<file path="src/rtl/res_stream_pkg.sv">
package res_stream_pkg;

    localparam logic [7:0] IDX_RES_DATA = 8'h04;
    localparam logic [7:0] IDX_RES_STAT = 8'h05;
    localparam logic [7:0] END_TAG_BYTE = 8'h79;
    localparam logic [7:0] END_SUM_BYTE = 8'h00;

    typedef struct packed {
        logic data_rd;
        logic stat_rd;
    } res_access_t;

    typedef struct packed {
        logic restart;
        logic step;
    } res_ctrl_t;

    function automatic logic [7:0] rom_value(input int unsigned k, input logic [7:0] seed);
        int unsigned s;
        s = 32'(seed) + k * 32'd29;
        return s[7:0];
    endfunction

    function automatic res_access_t decode_access(input logic cfg, input logic rd,
                                                  input logic [7:0] idx);
        res_access_t a;
        a.data_rd = cfg && rd && (idx == IDX_RES_DATA);
        a.stat_rd = cfg && rd && (idx == IDX_RES_STAT);
        return a;
    endfunction

endpackage

</file>
<file path="src/rtl/res_stream_rom.sv">
module res_stream_rom
    import res_stream_pkg::*;
#(
    parameter int unsigned DEPTH = 12,
    parameter logic [7:0]  SEED  = 8'h5A,
    parameter int unsigned PW    = 4
) (
    input  logic [PW-1:0] addr_i,
    output logic [7:0]    byte_o
);

    logic [7:0] rom_mem [DEPTH];

    for (genvar g = 0; g < DEPTH; g++) begin : g_rom
        assign rom_mem[g] = rom_value(g, SEED);
    end

    always_comb begin
        byte_o = (addr_i == PW'(DEPTH)) ? END_TAG_BYTE : END_SUM_BYTE;
        for (int k = 0; k < DEPTH; k++) begin
            if (addr_i == PW'(k)) begin
                byte_o = rom_mem[k];
            end
        end
    end

endmodule

</file>
<file path="src/rtl/res_stream_ptr.sv">
module res_stream_ptr #(
    parameter int unsigned PW   = 4,
    parameter int unsigned LAST = 13
) (
    input  logic          clk,
    input  logic          rst,
    input  logic          clear_i,
    input  logic          step_i,
    output logic [PW-1:0] ptr_o
);

    logic [PW-1:0] ptr_q;

    always_ff @(posedge clk) begin
        if (rst || clear_i) begin
            ptr_q <= '0;
        end else if (step_i && (ptr_q != PW'(LAST))) begin
            ptr_q <= ptr_q + 1'b1;
        end
    end

    assign ptr_o = ptr_q;

endmodule

</file>
<file path="src/rtl/res_stream_fetch.sv">
module res_stream_fetch #(
    parameter int unsigned LAT = 3
) (
    input  logic       clk,
    input  logic       rst,
    input  logic       restart_i,
    input  logic [7:0] byte_i,
    output logic       ready_o,
    output logic [7:0] held_o
);

    localparam int unsigned CW = (LAT > 1) ? $clog2(LAT) : 1;
    localparam logic [CW-1:0] CNT_LOAD = CW'(LAT - 1);

    logic [CW-1:0] cnt_q;
    logic          ready_q;
    logic [7:0]    held_q;

    always_ff @(posedge clk) begin
        if (rst) begin
            cnt_q   <= CNT_LOAD;
            ready_q <= 1'b0;
            held_q  <= 8'h00;
        end else if (restart_i) begin
            cnt_q   <= CNT_LOAD;
            ready_q <= 1'b0;
        end else if (!ready_q) begin
            if (cnt_q == '0) begin
                held_q  <= byte_i;
                ready_q <= 1'b1;
            end else begin
                cnt_q <= cnt_q - 1'b1;
            end
        end
    end

    assign ready_o = ready_q;
    assign held_o  = held_q;

endmodule

</file>
<file path="src/rtl/res_stream_port.sv">
module res_stream_port
    import res_stream_pkg::*;
#(
    parameter int unsigned ROM_DEPTH = 12,
    parameter logic [7:0]  ROM_SEED  = 8'h5A,
    parameter int unsigned FETCH_LAT = 3
) (
    input  logic       clk,
    input  logic       rst,
    input  logic       cfg_active_i,
    input  logic [7:0] reg_idx_i,
    input  logic       rd_en_i,
    input  logic       wake_hit_i,
    output logic [7:0] rd_data_o,
    output logic       data_oe_o
);

    localparam int unsigned LAST_POS = ROM_DEPTH + 1;
    localparam int unsigned PW       = $clog2(LAST_POS + 1);

    res_access_t   acc;
    res_ctrl_t     ctl;
    logic          ready_w;
    logic [7:0]    held_w;
    logic [7:0]    fetch_byte;
    logic [PW-1:0] ptr_w;

    assign acc         = decode_access(cfg_active_i, rd_en_i, reg_idx_i);
    assign ctl.step    = acc.data_rd && ready_w && !wake_hit_i;
    assign ctl.restart = wake_hit_i || (acc.data_rd && ready_w);

    res_stream_ptr #(.PW(PW), .LAST(LAST_POS)) u_ptr (
        .clk     (clk),
        .rst     (rst),
        .clear_i (wake_hit_i),
        .step_i  (ctl.step),
        .ptr_o   (ptr_w)
    );

    res_stream_rom #(.DEPTH(ROM_DEPTH), .SEED(ROM_SEED), .PW(PW)) u_rom (
        .addr_i (ptr_w),
        .byte_o (fetch_byte)
    );

    res_stream_fetch #(.LAT(FETCH_LAT)) u_fetch (
        .clk       (clk),
        .rst       (rst),
        .restart_i (ctl.restart),
        .byte_i    (fetch_byte),
        .ready_o   (ready_w),
        .held_o    (held_w)
    );

    always_comb begin
        rd_data_o = 8'h00;
        data_oe_o = 1'b0;
        if (acc.data_rd) begin
            rd_data_o = held_w;
            data_oe_o = 1'b1;
        end else if (acc.stat_rd) begin
            rd_data_o = {7'b0, ready_w};
            data_oe_o = 1'b1;
        end
    end

endmodule

</file>
<file path="config.mk">
export PLATFORM = sky130hd
export DESIGN_NAME = res_stream_port
export DESIGN_NICKNAME = d
export VERILOG_FILES = /design/src/rtl/res_stream_pkg.sv /design/src/rtl/res_stream_rom.sv /design/src/rtl/res_stream_ptr.sv /design/src/rtl/res_stream_fetch.sv /design/src/rtl/res_stream_port.sv
export SDC_FILE = /design/constraint.sdc
export NUM_CORES = 1
export LEC_CHECK = 0
export BUFFER_PORTS_ARGS = -buffer_cell sky130_fd_sc_hd__buf_2
export CORE_MARGIN = 5
export CORE_UTILIZATION = 55
export DETAILED_ROUTE_END_ITERATION = 8
export GPL_ROUTABILITY_DRIVEN = 1
export HOLD_SLACK_MARGIN = 0.03
export PLACE_DENSITY_LB_ADDON = 0.3
export SYNTH_ARGS = -nofsm -noshare
export SYNTH_HDL_FRONTEND = slang
export SYNTH_SLANG_ARGS = --single-unit
</file>
<file path="constraint.sdc">
create_clock -name clk -period 2.7 [get_ports clk]
set_input_delay 0.405 -clock clk [delete_from_list [all_inputs] [get_ports clk]]
set_output_delay 0.405 -clock clk [all_outputs]
set_load 0.01 [all_outputs]
</file>
After elaboration in Yosys (flattened, before gate mapping)

Cells that the tools add are included.

Bits in writable memories: 0
Output and inout bits: 9
Bits of input ports: 13
Memories: 0
Word-level logic and storage cells: 57
Bits in latches: 0
Flip-flop bits (word level): 15
Bits in read-only memories: 0

Multiply operators: 0
Muxes and demuxes: 19
Order comparisons: 0
Add/sub/neg operators: 2
Shift operators: 0
Bitwise operators: 3
Reductions and logical operators: 14
Divide/modulo/power cells: 0
Eq/ne operators: 15

Operators with widths:

| kind                  | count |
|---|---|
| $mux W8               | 13 |
| $eq A4 B4 Y1 const B  | 5 |
| $eq A4 B3 Y1 const B  | 4 |
| $eq A8 B3 Y1 const B  | 2 |
| $eq A4 B2 Y1 const B  | 2 |
| $mux W7               | 1 |
| $logic_and A1 B1 Y1   | 6 |
| $mux W1               | 5 |
| $add A4 B1 Y4 const B | 1 |
| $eq A4 B1 Y1 const B  | 1 |
| $logic_not A4 Y1      | 1 |
| $ne A4 B4 Y1 const B  | 1 |
| $not A1 Y1            | 3 |
| $reduce_and A3 Y1     | 1 |
| $logic_not A2 Y1      | 1 |
| $logic_or A1 B1 Y1    | 2 |
| $reduce_and A2 Y1     | 1 |
| $reduce_or A2 Y1      | 1 |
| $sub A2 B1 Y2 const B | 1 |
| $logic_not A1 Y1      | 1 |

Logic depth before layout (Yosys ltp)

Gate-level depths: netlist (run 1).

Depth in word-level cells: 14
Gate-level depth with buffers: 6
Mapped depth without buffers: 6

By module

From an unflattened synthesis (run 1), not the netlist that was laid out.

Cells, all modules: 122
Area total of the unflattened synthesis: 1106.1 sq um

Modules (own cells, without submodules):

| module           | times used | area an instance (sq um) | sequential area each (sq um) | cells an instance |
|---|---|---|---|---|
| res_stream_fetch | 1          | 493.0                    | 220.2                        | 48 |
| res_stream_port  | 1          | 252.7                    | 0.0                          | 28 |
| res_stream_ptr   | 1          | 202.7                    | 80.1                         | 23 |
| res_stream_rom   | 1          | 157.7                    | 0.0                          | 23 |

Least setup slack after synthesis (run 1)

OpenSTA, ideal clock, no wires.

Path kind: input port to output port
Start: in reg_idx_i[1]
End: out rd_data_o[1]
Arrival: 1.263 ns
Path buffers: 0
Path slack: 1.032 ns
Cell stages on the path: 4
Required time: 2.295 ns
Cell sequence: and4bb_2 nand4b_1 nor2_1 and2_1

Cells in the longest elaborated chain, start to end: 3

RTL lines:

| item                | line                  | text |
|---|---|---|
| start: declaration  | res_stream_port.sv:11 | `input logic [7:0] reg_idx_i,` |
| $eq A8 B3 Y1        | res_stream_pkg.sv:27  | `a.data_rd = cfg && rd && (idx == IDX_RES_DATA);` |
| $logic_and A1 B1 Y1 | res_stream_pkg.sv:27  |  |
| $mux W8             | res_stream_port.sv:57 | `if (acc.data_rd) begin` |
| end: declaration    | res_stream_port.sv:14 | `output logic [7:0] rd_data_o,` |

Every way passes these cells.

Final worst setup path (run 1)

Start: in reg_idx_i[1]
End: out rd_data_o[3]

Same word-level chain as after synthesis.

==> impl_metrics.py, run 1 <==
metrics = {
    "worst_setup_path": {
        "reg2regPathDepth": 6,
        "critPathMaxFanout": 7,
        "cp-endpoint": "rd_data_o[3]",
        "crit_type": "input port to primary output",
        "critPathTopFamily": "simple AND/OR/NAND/NOR gates",
        "reg2reg_to": "u_fetch.held_o[3]",
        "cp_num_buf_inv": 2,
        "cp_slowest_stage_delay_ns": 0.37,
        "start_kind": "input port",
        "cp.arrival_ns": 1.65,
        "cp.depth": 6,
        "ff2ff_setup_slack_ns": 0.89,
        "crit_slowest_cell": "nor2_1",
        "critPathLaunch": "reg_idx_i[1]",
        "cp_common_cell": "buf_2",
        "reg2reg_from": "u_ptr.ptr_o[0]",
        "endpoint_kind": "primary output",
        "critPathRequiredTime_ns": 2.30,
        "worstPathCellList": "buf_2 -> and4bb_2 -> nand4b_1 -> nor2_1 -> and2_1 -> buf_2",
    },
    "logic_synthesis": {
        "yosysWarnings": 0,
        "synth_ff_type": "dfxtp_1",
        "seq_area_frac_synth_pct": 32.2,
        "synth.distinct_cells": 36,
        "syn_area_sq_um": 933,
        "synth-edff-count": 0,
        "syn_inst": 117,
        "syn_area_per_cell_sq_um": 7.98,
        "synthArstFlopShare_pct": 0,
        "ys_ff_latch": 15,
        "syn_nets": 135,
    },
    "cells_and_area": {
        "antenna_cells": 0,
        "drive_above_1_share_pct": 22.8,
        "fin_nets": 155,
        "syn_to_final_growth_pct": 13.9,
        "fin_area_sq_mm": 0.00106,
    },
    "sta": {
        "hold_viol": 0,
        "rsz0062_at_grt": "false",
        "layout_setup_ws_ns": 0.642,
        "setup_viol": 0,
        "whs_ns": 0.382,
        "fin_crit_ns": 2.06,
        "fmax_mhz": 486,
        "skew_ns": 0.00769,
        "post-route-period-util_pct": 76.2,
        "setup-tns-final_ns": 0,
        "tightest_slew_ns": 0.547,
        "max_slew_margin_pct": 63.5,
        "drv_slew": 0,
    },
    "clock_tree": {
        "ctsRootBufferMaster": "clkbuf_4",
        "tritoncts.num_buffers": 3,
        "clkLatencyLatePin_ns": 0.29,
        "h-tree-depth": 1,
        "cts.sinks": 15,
        "hold_buffers": 0,
        "cts_tree": "done",
        "cts_resized": 0,
        "cts_setup_buffers": 0,
        "clkTransAtPathRegs_ns": 0.10,
        "cts_buffer_depth": 2,
    },
    "route": {
        "antenna_left": 0,
        "dr_total_vias": 894,
        "route.detailed.drc": 0,
        "route.met2.wl_um": 854,
        "vias_per_cell": 5.88,
        "wirelength_met1_um": 922,
        "firstDrtPassIters": 4,
        "drt-total-wl_um": 1980,
        "wl_met3_um": 155,
        "drt-initial-drc-count": 18,
        "routed.top_layer": "met4",
        "wl_per_cell_um": 13.0,
    },
    "place": {
        "io_buffers": 21,
        "place.gp.congestion": 0.845,
        "post_dp_cell_area_sq_mm": 0.00104,
        "dp.final_hpwl_um": 1460,
        "pre_cts_ws_ns": 0.605,
    },
    "run_status": {
        "status": "finished clean",
    },
    "pwr": {
        "p_per_area_mw_per_mm2": 384,
        "finalPower_uw": 408,
        "p_leak_uw": 0.000461,
        "peakVddDrop_mv": 0.363,
    },
    "floorplan": {
        "dieArea_sq_mm": 0.00262,
        "rows": 14,
        "io_pins": 22,
        "start_util_pct": 59.9,
        "coreArea_sq_mm": 0.00156,
        "fp.dieW_um": 51.2,
        "fp.dieH_um": 51.2,
    },
    "global_routing": {
        "track_usage_pct": 17.2,
        "grt_max_degree": 18,
        "grt_pass1_vias": 795,
        "overflow": 0,
        "grt_antenna_before_repair": 0,
        "grt_pass1_wl_um": 3460,
    },
    "worst_hold_path": {
        "min_path_type": "input port to flip-flop",
        "hold_path_depth": 2,
    },
    "job": {
        "cap_violations": 0,
    },
}
-- logic make-up after synthesis --
group / count (synthesis) / synth area share (%)
adder cells (fa/ha/maj): 5 / 6.70
multiplexers: 3 / 3.22
AND/OR/NAND/NOR: 50 / 29.8
flip-flops: 15 / 32.2
XOR/XNOR: 1 / 0.939
AO/OA/AOI/OAI: 29 / 21.6
buffers and inverters: 14 / 5.63
-- report_power, final --
group          switching, uW  leakage [uW]  internal (uW)
Clock                   75.4     0.0000177           55.1
Combinational           23.1      0.000322           21.0
Sequential              3.90      0.000122            230
-- layout by cell type (no fill, tap or decap), drive strengths merged, types with 3 or more instances in the layout --
| cell | count |
|---|---|
| nor3 | 3 |
| nand2 | 8 |
| clkbuf | 3 |
| a21oi | 7 |
| inv | 8 |
| mux2i | 3 |
| dfxtp | 15 |
| ha | 5 |
| a311oi | 5 |
| nand3 | 5 |
| and2 | 7 |
| o21ai | 6 |
| nor2 | 16 |
| buf | 21 |
-- per-layer routing --
metal,GRT usage [%],vias up
met3,3.78,4
li1,-,455
met2,27.3,39
met4,9.42,0
met5,0,-
met1,21.6,396
-- how the worst min path moves through the flow --
stage / startpoint / to
finish: rst / u_fetch.held_o[5]
CTS: rst / u_fetch.held_o[5]
global placement: u_fetch.held_o[6] / u_fetch.held_o[6]
global route: rst / u_fetch.held_o[5]
detailed placement: u_fetch.held_o[5] / u_fetch.held_o[5]
floorplan: u_fetch.held_o[1] / u_fetch.held_o[1]
-- worst register-to-register path, delay by kind of cell, from the launching register on --
family,cells,cell delay (ns)
and+or+nand+nor,2,0.29
DFF,1,0.39
AOI/OAI and AO/OA,2,0.66
adders and majority gates,1,0.29
buffers and inverters,1,0.10
-- cells in the mapped netlist, types with 2 or more instances --
cell type	number	area share, %
o21ai_0	6	3.2
nand2_1	8	3.2
clkbuf_1	6	2.4
ha_1	5	6.7
a211o_1	2	1.9
a21oi_1	7	3.8
inv_1	8	3.2
nor3_1	2	1.1
dfxtp_1	15	32
mux2i_1	3	3.2
nor2_1	15	6.0
nand3_1	5	2.7
a311oi_1	5	4.7
and2_1	7	4.7
or3_1	2	1.3
-- final cells by class --
class	count	area, sq um
clock buffer	3	22.5
clock inverter	1	5.00
fill	131	495
inverter	8	30.0
multi-input combinational	88	581
sequential	15	300
tap	16	20.0
timing repair buffer	21	105
-- flip-flops by register name (all words and copies together), names as in the netlist --
signal and count:
u_fetch.cnt_q 2, u_fetch.held_o 8, u_ptr.ptr_o 4, u_fetch.ready_o 1
-- stage by stage --
stage | std cells | util, %
2_1_floorplan | 117 | -
3_3_place_gp | 148 | 66.5
3_5_place_dp | 148 | 66.5
4_1_cts | 152 | 68.2
5_1_grt | 152 | 68.2
6_report | 152 | 68.2
(Power assumes the default switching activity.)
==> run 2: changes to the inputs <==
--- a/config.mk
+++ b/config.mk
@@ -5,9 +5,10 @@
 export SDC_FILE = /design/constraint.sdc
 export NUM_CORES = 1
 export LEC_CHECK = 0
+export ABC_AREA = 1
 export BUFFER_PORTS_ARGS = -buffer_cell sky130_fd_sc_hd__buf_2
 export CORE_MARGIN = 5
-export CORE_UTILIZATION = 55
+export CORE_UTILIZATION = 48
 export DETAILED_ROUTE_END_ITERATION = 8
 export GPL_ROUTABILITY_DRIVEN = 1
 export HOLD_SLACK_MARGIN = 0.03
==> constraint.sdc (replaced) <==
create_clock -name clk -period 1.73 [get_ports clk]
set_input_delay 0.2595 -clock clk [delete_from_list [all_inputs] [get_ports clk]]
set_output_delay 0.2595 -clock clk [all_outputs]
set_load 0.01 [all_outputs]
==> run 2 against run 1 <==
Register-to-register slack lost 0.72 ns. Combinational power grew 86%. Sequential share of layout area shrank 4.0 points.
==> impl_metrics.py, run 2 <==
metrics = {
    "run_status": {
        "status": "finished clean",
    },
    "worst_setup_path": {
        "cp-endpoint": "u_fetch.held_o[1]",
        "reg2reg_from": "u_ptr.ptr_o[0]",
        "start_kind": "flip-flop",
        "ff2ff_setup_slack_ns": 0.17,
        "critPathRequiredTime_ns": 1.95,
        "reg2reg_to": "u_fetch.held_o[1]",
        "crit_slowest_cell": "dfxtp_2",
        "cp.arrival_ns": 1.78,
        "crit_type": "flip-flop to flip-flop",
        "worstPathCellList": "inv_1 -> ha_1 -> o21ai_2 -> inv_1 -> o21ai_0 -> nand2_1 -> nand3_1 -> nand2_1 -> a21oi_1",
        "critPathMaxFanout": 7,
        "reg2regPathDepth": 9,
        "endpoint_kind": "flip-flop",
        "critPathLaunch": "u_ptr.ptr_o[0]",
        "cp_slowest_stage_delay_ns": 0.38,
    },
    "sta": {
        "whs_ns": 0.252,
        "skew_ns": 0.00550,
        "tightest_slew_ns": 0.278,
        "post-route-period-util_pct": 90.3,
        "rsz0062_at_grt": "false",
        "fin_crit_ns": 1.56,
        "hold_viol": 0,
        "setup-tns-final_ns": 0,
        "fmax_mhz": 640,
        "setup_viol": 0,
        "drv_slew": 0,
        "max_slew_margin_pct": 81.4,
    },
    "clock_tree": {
        "cts_setup_buffers": 0,
        "cts_tree": "done",
        "cts_buffer_depth": 2,
        "h-tree-depth": 1,
        "clkTransAtPathRegs_ns": 0.09,
        "hold_buffers": 0,
        "ctsRootBufferMaster": "clkbuf_4",
        "clkLatencyLatePin_ns": 0.28,
        "cts.sinks": 15,
        "cts_resized": 0,
        "tritoncts.num_buffers": 3,
    },
    "cells_and_area": {
        "drive_above_1_share_pct": 18.3,
        "fin_nets": 216,
        "final_common_cell": "nand2_1",
        "syn_to_final_growth_pct": 15.1,
        "seq_area_sq_um": 303,
        "fillCellCount": 215,
        "antenna_cells": 0,
        "largest_reg_flops": 8,
        "final_cell_mix": "43 x nand2_1, 29 x inv_1, 22 x nor2_1, 21 x buf_2, 15 x nand3_1",
        "multiInputGateArea_sq_um": 662,
    },
    "pwr": {
        "peakVddDrop_mv": 0.460,
        "p_leak_uw": 0.000583,
        "p_per_area_mw_per_mm2": 518,
    },
    "logic_synthesis": {
        "synthArstFlopShare_pct": 0,
        "yosysWarnings": 0,
        "synth-edff-count": 0,
        "yosysTopAreaCell": "dfxtp_1",
        "syn_nets": 191,
        "syn_area_sq_mm": 0.00109,
        "yosys-top-cells-count": "43 x nand2_1, 29 x inv_1, 22 x nor2_1",
        "syn_area_per_cell_sq_um": 6.28,
        "synth.distinct_cells": 24,
        "ys_ff_latch": 15,
        "synth_ff_type": "dfxtp_1",
        "ys_top_cells_by_area": "dfxtp_1 28%, nand2_1 15%, inv_1 10%",
        "syn_inst": 173,
        "yosysMostFrequentCell": "nand2_1",
        "yosysTopAreaCellShare_pct": 27.6,
        "seq_area_frac_synth_pct": 27.6,
    },
    "global_routing": {
        "grt_pass1_wl_um": 4200,
        "grt_max_degree": 9,
        "overflow": 0,
        "grt_pass1_vias": 1054,
        "grt_antenna_before_repair": 0,
        "track_usage_pct": 15.7,
    },
    "route": {
        "drt-initial-drc-count": 28,
        "vias_per_cell": 5.08,
        "wl_per_cell_um": 10.7,
        "antenna_left": 0,
        "firstDrtPassIters": 4,
        "drt-total-wl_um": 2410,
        "dr_total_vias": 1142,
        "route.detailed.drc": 0,
    },
    "worst_hold_path": {
        "min_path_type": "input port to flip-flop",
    },
    "floorplan": {
        "io_pins": 22,
        "rows": 17,
        "dieArea_sq_mm": 0.00332,
        "fp.dieH_um": 57.6,
        "coreArea_sq_mm": 0.00219,
        "fp.dieW_um": 57.6,
        "start_util_pct": 49.6,
    },
    "place": {
        "io_buffers": 21,
        "place.gp.congestion": 0.896,
        "dp.final_hpwl_um": 1970,
    },
    "job": {
        "cap_violations": 0,
    },
}
==> run 2: cell types whose count changed after synthesis, moves of 3 or more <==
| cell | previous run | this run |
|---|---|---|
| nand4_1 | 0 | 5 |
| inv_1 | 8 | 29 |
| nor2_1 | 15 | 22 |
| clkbuf_1 | 6 | 1 |
| nand3_1 | 5 | 15 |
| xor2_1 | 0 | 3 |
| a21oi_1 | 7 | 11 |
| and2_1 | 7 | 0 |
| nand2_1 | 8 | 43 |
| a311oi_1 | 5 | 0 |
==> run 2: critical path: cells and delay by family, from the launching register on <==
kind,cells,cell delay [ns]
buffers and inverters,2,0.16
DFF,1,0.38
adders and majority gates,1,0.29
and+or+nand+nor,3,0.19
AOI/OAI and AO/OA,3,0.48
==> run 2: logic make-up after synthesis <==
kind of cell / synth area share [%]
compound gates: 13.1
fa+ha+maj: 5.75
flops: 27.6
mux: 0.921
xor+xnor: 2.42
simple gates: 38.4
buf+inv: 11.7
==> run 2: layer usage <==
metal,routed length (um),GRT usage (%)
met1,1090,19.5
met2,1100,26.5
met3,191,3.62
met4,31,5.30
met5,0,0
==> run 2: power by group <==
group / leakage (uW) / switching (uW) / internal, uW
Sequential: 0.000123 / 5.45 / 359
Clock: 0.0000150 / 112 / 89.5
Combinational: 0.000445 / 49.2 / 32.8
Total: 0.000583 / 166 / 481
==> run 2: final cells by class <==
class	instances	share of cell area (%)
Timing Repair Buffer	22	9.00
Inverter	30	9.00
Clock buffer	4	2.10
Tap cell	28	2.80
Multi-Input combinational cell	126	52.9
Sequential cell	15	24.2
==> run 2: metrics by stage <==
step	cells	worst slack, ns	total power (uW)	instance area, sq um	utilization (%)
after global placement	221	0.192	451	1220	55.7
after detailed placement	221	0.155	455	1220	55.7
after global routing	225	0.0159	683	1250	57.1
after floorplan	173	0.335	427	1090	-
final	225	0.167	648	1250	57.1
after CTS	225	0.120	657	1250	56.9
==> run 2: how the worst min path moves through the flow <==
stage	startpoint	to	cells after the start
6_report	wake_hit_i	u_fetch.cnt_q[1]	3
3_3_place_gp	u_fetch.held_o[1]	u_fetch.held_o[1]	2
3_5_place_dp	u_fetch.held_o[2]	u_fetch.held_o[2]	2
2_1_floorplan	wake_hit_i	u_fetch.cnt_q[1]	2
5_1_grt	rst	u_fetch.held_o[2]	2
4_1_cts	wake_hit_i	u_fetch.cnt_q[1]	3
